===== src/rtl/lpc_pkg.sv =====
`timescale 1ns/1ps
package lpc_pkg;
  localparam int CNT_W = 18;

  typedef enum logic [1:0] {ST_RUN, ST_SLEEP, ST_STBY, ST_SETTLE} lpc_state_e;

  typedef struct packed {
    logic       stby_sel;
    logic [2:0] settle_sel;
    logic       user_en;
    logic       nmi_rise;
    logic       hold_en;
    logic       ram_en;
  } lpc_cfg_t;

  // returns wait-1 so the counter ends at zero
  function automatic logic [CNT_W-1:0] settle_load(input logic [2:0] code,
                                                   input int unsigned shift);
    logic [CNT_W:0] base;
    logic [CNT_W:0] w;
    case (code)
      3'd0:    base = 19'd8192;
      3'd1:    base = 19'd16384;
      3'd2:    base = 19'd32768;
      3'd3:    base = 19'd65536;
      3'd4:    base = 19'd131072;
      3'd6:    base = 19'd1024;
      default: base = 19'd262144;
    endcase
    w = base >> shift;
    if (w == '0) w = 19'd1;
    w = w - 19'd1;
    return w[CNT_W-1:0];
  endfunction
endpackage


===== src/rtl/lpc_sysreg.sv =====
`timescale 1ns/1ps
module lpc_sysreg
  import lpc_pkg::*;
(
  input  logic     clk_i,
  input  logic     rst_ni,
  input  logic     we_i,
  input  logic [7:0] wdata_i,
  input  logic     wr_ok_i,
  output lpc_cfg_t cfg_o,
  output logic     illegal_o
);
  localparam logic [7:0] RST_VAL = 8'h09;

  lpc_cfg_t cfg_q;
  logic     illegal_q;
  logic     wr_acc;

  assign wr_acc = we_i & wr_ok_i;

  always_ff @(posedge clk_i or negedge rst_ni) begin
    if (!rst_ni) begin
      cfg_q     <= lpc_cfg_t'(RST_VAL);
      illegal_q <= 1'b0;
    end else if (wr_acc) begin
      cfg_q <= lpc_cfg_t'(wdata_i);
      if (wdata_i[6:4] == 3'b111) illegal_q <= 1'b1;
    end
  end

  assign cfg_o     = cfg_q;
  assign illegal_o = illegal_q;


  illegal_sticky_chk: assert property (@(posedge clk_i) disable iff (!rst_ni)
    illegal_q |=> illegal_q);


  wr_block_chk: assert property (@(posedge clk_i) disable iff (!rst_ni)
    !wr_ok_i |=> $stable(cfg_q));
endmodule


===== src/rtl/lpc_nmi_edge.sv =====
`timescale 1ns/1ps
module lpc_nmi_edge (
  input  logic clk_i,
  input  logic rst_ni,
  input  logic nmi_i,
  input  logic rise_sel_i,
  output logic edge_o
);
  logic [1:0] sync_q;
  logic       prev_q;

  always_ff @(posedge clk_i or negedge rst_ni) begin
    if (!rst_ni) begin
      sync_q <= 2'b00;
      prev_q <= 1'b0;
    end else begin
      sync_q <= {sync_q[0], nmi_i};
      prev_q <= sync_q[1];
    end
  end

  assign edge_o = rise_sel_i ? (sync_q[1] & ~prev_q) : (~sync_q[1] & prev_q);


  edge_pulse_chk: assert property (@(posedge clk_i) disable iff (!rst_ni)
    (edge_o && $stable(rise_sel_i)) |=> !edge_o);
endmodule


===== src/rtl/lpc_pwr_fsm.sv =====
`timescale 1ns/1ps
module lpc_pwr_fsm
  import lpc_pkg::*;
#(
  parameter int unsigned SETTLE_SHIFT = 0
) (
  input  logic       clk_i,
  input  logic       rst_ni,
  input  logic       sleep_req_i,
  input  logic       wake_irq_i,
  input  logic       nmi_edge_i,
  input  logic       stby_sel_i,
  input  logic [2:0] settle_sel_i,
  output lpc_state_e state_o,
  output logic       cpu_run_o
);
  localparam logic [CNT_W-1:0] RST_LOAD = settle_load(3'b000, SETTLE_SHIFT);

  lpc_state_e       state_q;
  logic [CNT_W-1:0] cnt_q;

  always_ff @(posedge clk_i or negedge rst_ni) begin
    if (!rst_ni) begin
      state_q <= ST_SETTLE;
      cnt_q   <= RST_LOAD;
    end else begin
      case (state_q)
        ST_RUN:
          if (sleep_req_i) state_q <= stby_sel_i ? ST_STBY : ST_SLEEP;
        ST_SLEEP:
          if (wake_irq_i || nmi_edge_i) state_q <= ST_RUN;
        ST_STBY:
          if (nmi_edge_i) begin
            state_q <= ST_SETTLE;
            cnt_q   <= settle_load(settle_sel_i, SETTLE_SHIFT);
          end
        default:
          if (cnt_q == '0) state_q <= ST_RUN;
          else             cnt_q   <= cnt_q - 1'b1;
      endcase
    end
  end

  assign state_o   = state_q;
  assign cpu_run_o = (state_q == ST_RUN);


  release_gate_chk: assert property (@(posedge clk_i) disable iff (!rst_ni)
    $rose(cpu_run_o) |-> ($past(state_q) == ST_SLEEP) ||
                         ($past(state_q) == ST_SETTLE && $past(cnt_q) == '0));


  stby_exit_chk: assert property (@(posedge clk_i) disable iff (!rst_ni)
    (state_q == ST_STBY) |=> (state_q != ST_RUN));
endmodule


===== src/rtl/lpc_bus_hold.sv =====
`timescale 1ns/1ps
module lpc_bus_hold #(
  parameter int ADDR_W = 16,
  parameter int STB_W  = 4
) (
  input  logic              clk_i,
  input  logic              rst_ni,
  input  logic              lowpwr_i,
  input  logic              hold_en_i,
  input  logic [ADDR_W-1:0] addr_i,
  input  logic [STB_W-1:0]  strb_i,
  output logic [ADDR_W-1:0] addr_o,
  output logic              addr_oe_o,
  output logic [STB_W-1:0]  strb_o,
  output logic              strb_oe_o
);
  logic [ADDR_W-1:0] last_q;

  always_ff @(posedge clk_i or negedge rst_ni) begin
    if (!rst_ni)        last_q <= '0;
    else if (!lowpwr_i) last_q <= addr_i;
  end

  always_comb begin
    if (lowpwr_i) begin
      addr_o    = last_q;
      strb_o    = '1;
      addr_oe_o = hold_en_i;
      strb_oe_o = hold_en_i;
    end else begin
      addr_o    = addr_i;
      strb_o    = strb_i;
      addr_oe_o = 1'b1;
      strb_oe_o = 1'b1;
    end
  end


  addr_hold_chk: assert property (@(posedge clk_i) disable iff (!rst_ni)
    (lowpwr_i && $past(lowpwr_i)) |-> $stable(addr_o));
endmodule


===== src/rtl/lpc_ctrl.sv =====
`timescale 1ns/1ps
module lpc_ctrl
  import lpc_pkg::*;
#(
  parameter int unsigned SETTLE_SHIFT = 0,
  parameter int          ADDR_W       = 16,
  parameter int          STB_W        = 4
) (
  input  logic              clk_i,
  input  logic              rst_ni,
  input  logic              cfg_we_i,
  input  logic [7:0]        cfg_wdata_i,
  output logic [7:0]        cfg_rdata_o,
  output logic              illegal_o,
  input  logic              sleep_req_i,
  input  logic              wake_irq_i,
  input  logic              nmi_i,
  output logic              nmi_req_o,
  output logic              cpu_run_o,
  output logic              sleep_o,
  output logic              stby_o,
  output logic              ram_en_o,
  output logic              user_bit_o,
  input  logic [ADDR_W-1:0] cpu_addr_i,
  input  logic [STB_W-1:0]  cpu_strb_i,
  output logic [ADDR_W-1:0] bus_addr_o,
  output logic              bus_addr_oe_o,
  output logic [STB_W-1:0]  bus_strb_o,
  output logic              bus_strb_oe_o
);
  lpc_cfg_t   cfg;
  lpc_state_e state;
  logic       run;
  logic       nmi_edge;
  logic       lowpwr;

  lpc_sysreg u_reg (
    .clk_i     (clk_i),
    .rst_ni    (rst_ni),
    .we_i      (cfg_we_i),
    .wdata_i   (cfg_wdata_i),
    .wr_ok_i   (run),
    .cfg_o     (cfg),
    .illegal_o (illegal_o)
  );

  lpc_nmi_edge u_nmi (
    .clk_i      (clk_i),
    .rst_ni     (rst_ni),
    .nmi_i      (nmi_i),
    .rise_sel_i (cfg.nmi_rise),
    .edge_o     (nmi_edge)
  );

  lpc_pwr_fsm #(.SETTLE_SHIFT(SETTLE_SHIFT)) u_fsm (
    .clk_i        (clk_i),
    .rst_ni       (rst_ni),
    .sleep_req_i  (sleep_req_i),
    .wake_irq_i   (wake_irq_i),
    .nmi_edge_i   (nmi_edge),
    .stby_sel_i   (cfg.stby_sel),
    .settle_sel_i (cfg.settle_sel),
    .state_o      (state),
    .cpu_run_o    (run)
  );

  // oscillator treated as stopped until settling completes
  assign lowpwr = (state == ST_STBY) || (state == ST_SETTLE);

  lpc_bus_hold #(.ADDR_W(ADDR_W), .STB_W(STB_W)) u_bus (
    .clk_i     (clk_i),
    .rst_ni    (rst_ni),
    .lowpwr_i  (lowpwr),
    .hold_en_i (cfg.hold_en),
    .addr_i    (cpu_addr_i),
    .strb_i    (cpu_strb_i),
    .addr_o    (bus_addr_o),
    .addr_oe_o (bus_addr_oe_o),
    .strb_o    (bus_strb_o),
    .strb_oe_o (bus_strb_oe_o)
  );

  assign cfg_rdata_o = cfg;
  assign nmi_req_o   = nmi_edge;
  assign cpu_run_o   = run;
  assign sleep_o     = (state == ST_SLEEP);
  assign stby_o      = (state == ST_STBY);
  assign ram_en_o    = cfg.ram_en;
  assign user_bit_o  = cfg.user_en;


  hiz_stby_chk: assert property (@(posedge clk_i) disable iff (!rst_ni)
    (stby_o && !cfg.hold_en) |-> (!bus_addr_oe_o && !bus_strb_oe_o));


  sleep_halt_chk: assert property (@(posedge clk_i) disable iff (!rst_ni)
    sleep_o |-> !cpu_run_o && !stby_o);
endmodule


===== config.mk =====
export PLATFORM = sky130hd
export DESIGN_NAME = lpc_ctrl
export DESIGN_NICKNAME = d
export VERILOG_FILES = /design/src/rtl/lpc_pkg.sv /design/src/rtl/lpc_sysreg.sv /design/src/rtl/lpc_nmi_edge.sv /design/src/rtl/lpc_pwr_fsm.sv /design/src/rtl/lpc_bus_hold.sv /design/src/rtl/lpc_ctrl.sv
export SDC_FILE = /design/constraint.sdc
export NUM_CORES = 1
export LEC_CHECK = 0
export BUFFER_PORTS_ARGS = -buffer_cell sky130_fd_sc_hd__buf_2
export CAP_MARGIN = 20
export CORE_MARGIN = 8
export CORE_UTILIZATION = 40
export CTS_CLUSTER_DIAMETER = 120
export DETAILED_ROUTE_END_ITERATION = 8
export PLACE_DENSITY_LB_ADDON = 0.15
export SLEW_MARGIN = 20
export SYNTH_ARGS = -nofsm -noshare
export SYNTH_HDL_FRONTEND = slang
export SYNTH_SLANG_ARGS = --single-unit

===== constraint.sdc =====
create_clock -name clk_i -period 3.1 [get_ports clk_i]
set_clock_uncertainty 0.15 [all_clocks]
set_input_delay 0.155 -clock clk_i [delete_from_list [all_inputs] [get_ports clk_i]]
set_output_delay 0.155 -clock clk_i [all_outputs]
set_load 0.01 [all_outputs]

# Word level (Yosys, flattened, before mapping)
# Index checks and enable logic that the tools add are counted.
# word_totals
wordCells	63
latch_bits	0
input_bits	34
output_inout_bits	37
regBits	48
memories	0
ramBits	0
romBits	0
# classes
shift	0
multipliers	0
n_lt_le_gt_ge	0
muxes	19
eq_ne	13
reduce_logical	11
addsub	2
div	0
bitwise	6
# ops
operator	count
case mux 19 bit (6 select lines)	1
two-way mux 18 bit	5
two-way mux 19 bit	2
case mux 18 bit (2 select lines)	1
subtractor 18 x 1 -> 18 bit (second input constant)	2
logical NOT 19 bit	1
logical NOT 18 bit	1
two-way mux 16 bit	1
two-way mux 2 bit	5
equality test 3 bit (second input constant)	3
equality test 3 x 2 -> 1 bit (second input constant)	2
case mux 2 bit (3 select lines)	1
equality test 2 bit (second input constant)	2
two-way mux 4 bit	1
!= test 2 x 1 -> 1 bit (second input constant)	2
!= test 2 bit (second input constant)	2
AND reduction 4 bit	1
nonzero test 4 bit	1
AND 1 bit	3
equality test 3 x 1 -> 1 bit (second input constant)	1
logical NOT 3 bit	1
inverter 1 bit	3
AND reduction 3 bit	1
equality test 2 x 1 -> 1 bit (second input constant)	1
other kinds (5)	7

# Depth between registers and ports, before layout
# depth
ltp_word	12
depth_mapped	11
ltp_nobuf	10

# Cells and area by module
# Synthesis repeated with hierarchy kept, for this count alone.
# hier_totals
cells_unflattened	245
area_unflattened_um2	2722.6
# by_module_without_submodules
module	cells_each	area_each_um2	seq_area_each_um2	n_inst
lpc_pwr_fsm	174	1521.5	519.2	1
lpc_bus_hold	40	698.2	400.4	1
lpc_sysreg	20	371.6	227.7	1
lpc_nmi_edge	6	97.6	75.1	1
lpc_ctrl	5	33.8	0.0	1

# Worst setup path before layout
# OpenSTA, ideal clock, no wires.
# synth_timing
kind	register to register
from	register u_fsm.state_q[0] (netlist: u_fsm.state_o[0])
to	register u_fsm.cnt_q[14]
n_path_buf	1
arrival_time_ps	2331
required_ps	2828
synth_period_minus_slack_ps	2602
setup_ps	122
path_stages_with_launch	12
setup_slack_ps	498
cell_sequence	dfstp_2 inv_1 ha_1 inv_1 clkbuf_1 nand2_1 ha_1 nor4b_1 nand4_1 nand2_1 a31o_2 a32o_1
# synth_via
elab_cells_between_ends	9
classes_between	4 x eq/ne; 1 x mux; 1 x bitwise; 3 x reduce/logical
# synth_rtl
element	line_no	text
start, declared	lpc_pwr_fsm.sv:19	lpc_state_e state_q;
start signal, assigned	lpc_pwr_fsm.sv:29	if (sleep_req_i) state_q <= stby_sel_i ? ST_STBY : ST_SLEEP;
equality test 2 bit *	--	
via stby_o	lpc_ctrl.sv:21	output logic stby_o,
!= test 2 x 1 -> 1 bit (no source line) / != test 2 bit (equally long branches)	--	
AND reduction 3 bit (no source line)	--	
end signal, assigned	lpc_pwr_fsm.sv:35	cnt_q <= settle_load(settle_sel_i, SETTLE_SHIFT);
end signal, assigned	lpc_pwr_fsm.sv:39	else cnt_q <= cnt_q - 1'b1;
end, declared	lpc_pwr_fsm.sv:20	logic [CNT_W-1:0] cnt_q;
# Mark *: on every way through the listed nets, which the timed path passes. The rest lies on a longest branch.
# A chain may end at the register's enable or synchronous reset.

# Final worst setup path
# layout_timing
from	register u_fsm.state_q[0] (netlist: u_fsm.state_o[0])
to	output port bus_addr_o[7]
# layout_via
elab_chain_len	3
elab_cells_between_ends	4
classes_between	2 x eq/ne; 1 x mux; 1 x reduce/logical
# layout_rtl
element	line_no	text
equality test 2 bit	lpc_ctrl.sv:68	assign lowpwr = (state == ST_STBY) || (state == ST_SETTLE);
logical OR 1 bit *	lpc_ctrl.sv:68	
two-way mux 16 bit *	lpc_bus_hold.sv:25	if (lowpwr_i) begin
end, declared	lpc_ctrl.sv:26	output logic [ADDR_W-1:0] bus_addr_o,
# Every way passes the cells marked *; elsewhere a longest branch is shown, timed or not.

==> impl_metrics.env <==
export IMPL_cts_resized=0
export IMPL_power_density_nw_per_um2=1106
export IMPL_cp_slowest_stage_delay_ns=0.56
export IMPL_tns_ns=0
export IMPL_core_um2=6277
export IMPL_initial_utilization=0.4086
export IMPL_comb_power_share=0.535
export IMPL_synth_edf_count=0
export IMPL_cts_setup_buffers=0
export IMPL_first_pass_iters=4
export IMPL_post_route_period_util=0.8367
export IMPL_crit_fanout=29
export IMPL_p_leak_nw=1.517
export IMPL_drcViolationCount=0
export IMPL_syn_nets=279
export IMPL_insertion_delay_ns=0.30
export IMPL_ys_seq_area_frac=0.4766
export IMPL_final_setup_viol_count=0
export IMPL_wire_per_inst_um=15.85
export IMPL_maxSlewHeadroom=0.5114
export IMPL_syn_instance_count=240
export IMPL_drive_gt1_frac=0.4277
export IMPL_async_flop_share=1.000
export IMPL_clockBufferDepth=2
export IMPL_rsz0062_at_grt="false"
export IMPL_p_seq_frac=0.323
export IMPL_final_hold_violation_count=0
export IMPL_fin_hold_ws_ns=0.1281
export IMPL_grt_max_degree=31
export IMPL_grt_pass1_wl_um=10850
export IMPL_layout_cells_non_filler=416
export IMPL_status="finished, final reports clean"
export IMPL_cts_tree="built"
export IMPL_place_congestion=0.8678
export IMPL_timing_critical_path_slowest_stage_cell="dfstp_2"
export IMPL_ys_top_cells_by_area="dfrtp_1 (30%), dfstp_2 (17%), mux2_2 (12%)"
export IMPL_io_buffer_count=70
export IMPL_synthToLayoutAreaGrowth_pct=32.15
export IMPL_period_minus_slack_ns=2.594
export IMPL_die_h_um=96.08
export IMPL_nNetsFinal=377
export IMPL_syn_cell_area_um2=2565
export IMPL_viasPerCell=5.284
export IMPL_synth_top_cell_area_share=0.3024
export IMPL_yosys_warnings=0
export IMPL_power_frac_clock=0.142
export IMPL_htree_levels=2
export IMPL_p_int_w=0.002237
export IMPL_netlist_top_cell_by_area="dfrtp_1"
export IMPL_grt_pass1_vias=2221
export IMPL_cts_buffers=5
export IMPL_arrival_ns=2.29
export IMPL_die_w_um=96.08
export IMPL_via_count=2198
export IMPL_ir_worst_vdd_uv=497.6
export IMPL_worst_pin_slew_ns=0.7295
export IMPL_grt_overflow_total=0
export IMPL_syn_avg_cell_area_um2=10.69
export IMPL_synth_cell_type_count=54
export IMPL_cpMostUsedCell="buf_4"
export IMPL_antenna_found_initial=0
export IMPL_place_inst=382
export IMPL_wl_um=6594
export IMPL_die_area_um2=9230
export IMPL_cts_root_buf="clkbuf_8"
export IMPL_dp_hpwl_um=4725
export IMPL_clk_pin_slew_ns=0.08
export IMPL_fmaxAchievable_mhz=385.6
export IMPL_synth_flop_cell="dfrtp_1"
export IMPL_synth_seq_cells=48
export IMPL_crit_type="register to primary output"
export IMPL_n_fill_cell=581
export IMPL_p_sw_w=0.001513
export IMPL_synthTopCellsByCount="dfrtp_1 (31), mux2_2 (27), dfstp_2 (17), nor2_1 (17), nand2_1 (15)"
export IMPL_end_kind="primary output"
export IMPL_synth_most_common_cell="dfrtp_1"
export IMPL_boundaryPins=71
export IMPL_startpoint_type="register"
export IMPL_ant_nets=0
export IMPL_final_max_slew_viol_count=0
export IMPL_maxCapViolations=0
export IMPL_critPathRequiredTime_ns=2.79
export IMPL_core_rowCount=29
export IMPL_hold_class="primary input to register"
export IMPL_clkSinkCount=48
export IMPL_n_antenna_cell=0
export IMPL_switching_share=0.4035
export IMPL_track_usage=0.1488
export IMPL_drt_initial_drc_count=121
export IMPL_cp_cell_sequence="inv_1 > ha_1 > buf_4 > nor2_1 > buf_4 > mux2_2 > buf_2"
critical path, delay by kind of cell, from the launching register on:
kind | cells | cell delay (ns)
muxes | 1 | 0.38
adders and majority gates | 1 | 0.22
buffers and inverters | 4 | 0.70
and+or+nand+nor | 1 | 0.13
DFF | 1 | 0.56
metrics by stage:
| stage | total power [W] | util | area, µm² | setup slack (ns) |
|---|---|---|---|---|
| global placement | 0.003186 | 0.4774 | 2997 | 0.5690 |
| detailed placement | 0.003201 | 0.4774 | 2997 | 0.4936 |
| finish | 0.003750 | 0.5400 | 3390 | 0.5063 |
| global route | 0.004030 | 0.5400 | 3390 | 0.2957 |
| CTS | 0.003774 | 0.5400 | 3390 | 0.4907 |
| floorplan | 0.002597 | - | 2565 | 0.4975 |
placed cells by master, fill, tap and decap left out, drive strengths merged, types with 3 or more instances in the layout:
| cell | Yosys | routed |
|---|---|---|
| inv | 9 | 9 |
| a31o | 3 | 3 |
| a21oi | 14 | 14 |
| nand3 | 7 | 7 |
| o21ai | 10 | 10 |
| nor3 | 10 | 10 |
| clkbuf | 2 | 6 |
| o221a | 3 | 3 |
| or3 | 5 | 5 |
| mux2 | 28 | 28 |
| buf | 13 | 80 |
| nor2 | 17 | 17 |
| dfstp | 17 | 17 |
| ha | 5 | 5 |
| dlygate4sd3 | 0 | 26 |
| nand2 | 15 | 15 |
| nand4 | 4 | 4 |
| nor4 | 4 | 4 |
| nor4b | 3 | 3 |
| or4 | 3 | 3 |
| dfrtp | 31 | 31 |
what timing repair did:
| action | in CTS | in global routing |
|---|---|---|
| hold buffers | 26 | 0 |
| hold endpoints to repair | 47 | 0 |
| setup endpoints to repair | 0 | 0 |
layout make-up:
type / count / area, µm² / share of cell area
multi-input cells: 168 / 1219 / 0.3595
inverters: 9 / 33.78 / 0.009967
clock buffers: 6 / 72.57 / 0.02141
repair buffers: 106 / 685.7 / 0.2023
flip-flops and latches: 48 / 1222 / 0.3606
clock inverters: 2 / 60.06 / 0.01772
well taps: 77 / 96.34 / 0.02842
sequential cells by signal, indices dropped and copies added (netlist names):
register,count
u_fsm.state_o,2
u_reg.cfg_o,8
u_nmi.prev_q,1
u_nmi.sync_q,2
u_bus.last_q,16
u_reg.illegal_o,1
u_fsm.cnt_q,18
worst paths after layout:
| kind | start | endpoint | slack, ns | cells after the start |
|---|---|---|---|---|
| min | sleep_req_i | u_fsm.state_o[1]$_DFFE_PN1P_ | 0.13 | 4 |
| max reg2reg | u_fsm.state_o[0]$_DFFE_PN1P_ | u_fsm.cnt_q[5]$_DFFE_PN1P_ | 0.52 | 8 |
| min reg2reg | u_nmi.sync_q[0]$_DFF_PN0_ | u_nmi.sync_q[1]$_DFF_PN0_ | 0.20 | 0 |
| max in group asynchronous | rst_ni | u_reg.cfg_o[0]$_DFFE_PN1P_ | 1.74 | 3 |
| min in group asynchronous | rst_ni | u_bus.last_q[14]$_DFF_PN0_ | 0.29 | 2 |
| max | u_fsm.state_o[0]$_DFFE_PN1P_ | bus_addr_o[7] | 0.51 | 7 |
power groups by stage:
stage | sequential (W) | clock [W] | combinational, W
floorplan | 0.00117 | 0 | 0.00143
global placement | 0.00121 | 0 | 0.00197
detailed placement | 0.00122 | 0 | 0.00198
CTS | 0.00121 | 0.000552 | 0.00201
global route | 0.00126 | 0.000571 | 0.00220
finish | 0.00121 | 0.000534 | 0.00201
routing by layer:
metal | global-route usage | wire length (µm) | up-vias
met4 | 0.03713 | 54 | 0
met1 | 0.1824 | 2803 | 1035
met3 | 0.05772 | 518 | 5
met2 | 0.2395 | 3217 | 79
met5 | 0 | 0 | -
li1 | - | - | 1079
cells by family (layout without fill, tap and decap cells):
family                   Yosys count  in the layout  synth area share
AND/OR/NAND/NOR                   80             80            0.1732
AO/OA/AOI/OAI                     51             51            0.1390
flip-flops                        48             48            0.4766
multiplexers                      29             29            0.1283
buffers and inverters             24            123           0.04829
adder cells (fa/ha/maj)            5              5           0.02439
XOR/XNOR                           3              3           0.01025
Power figures use the tool's default switching activity.
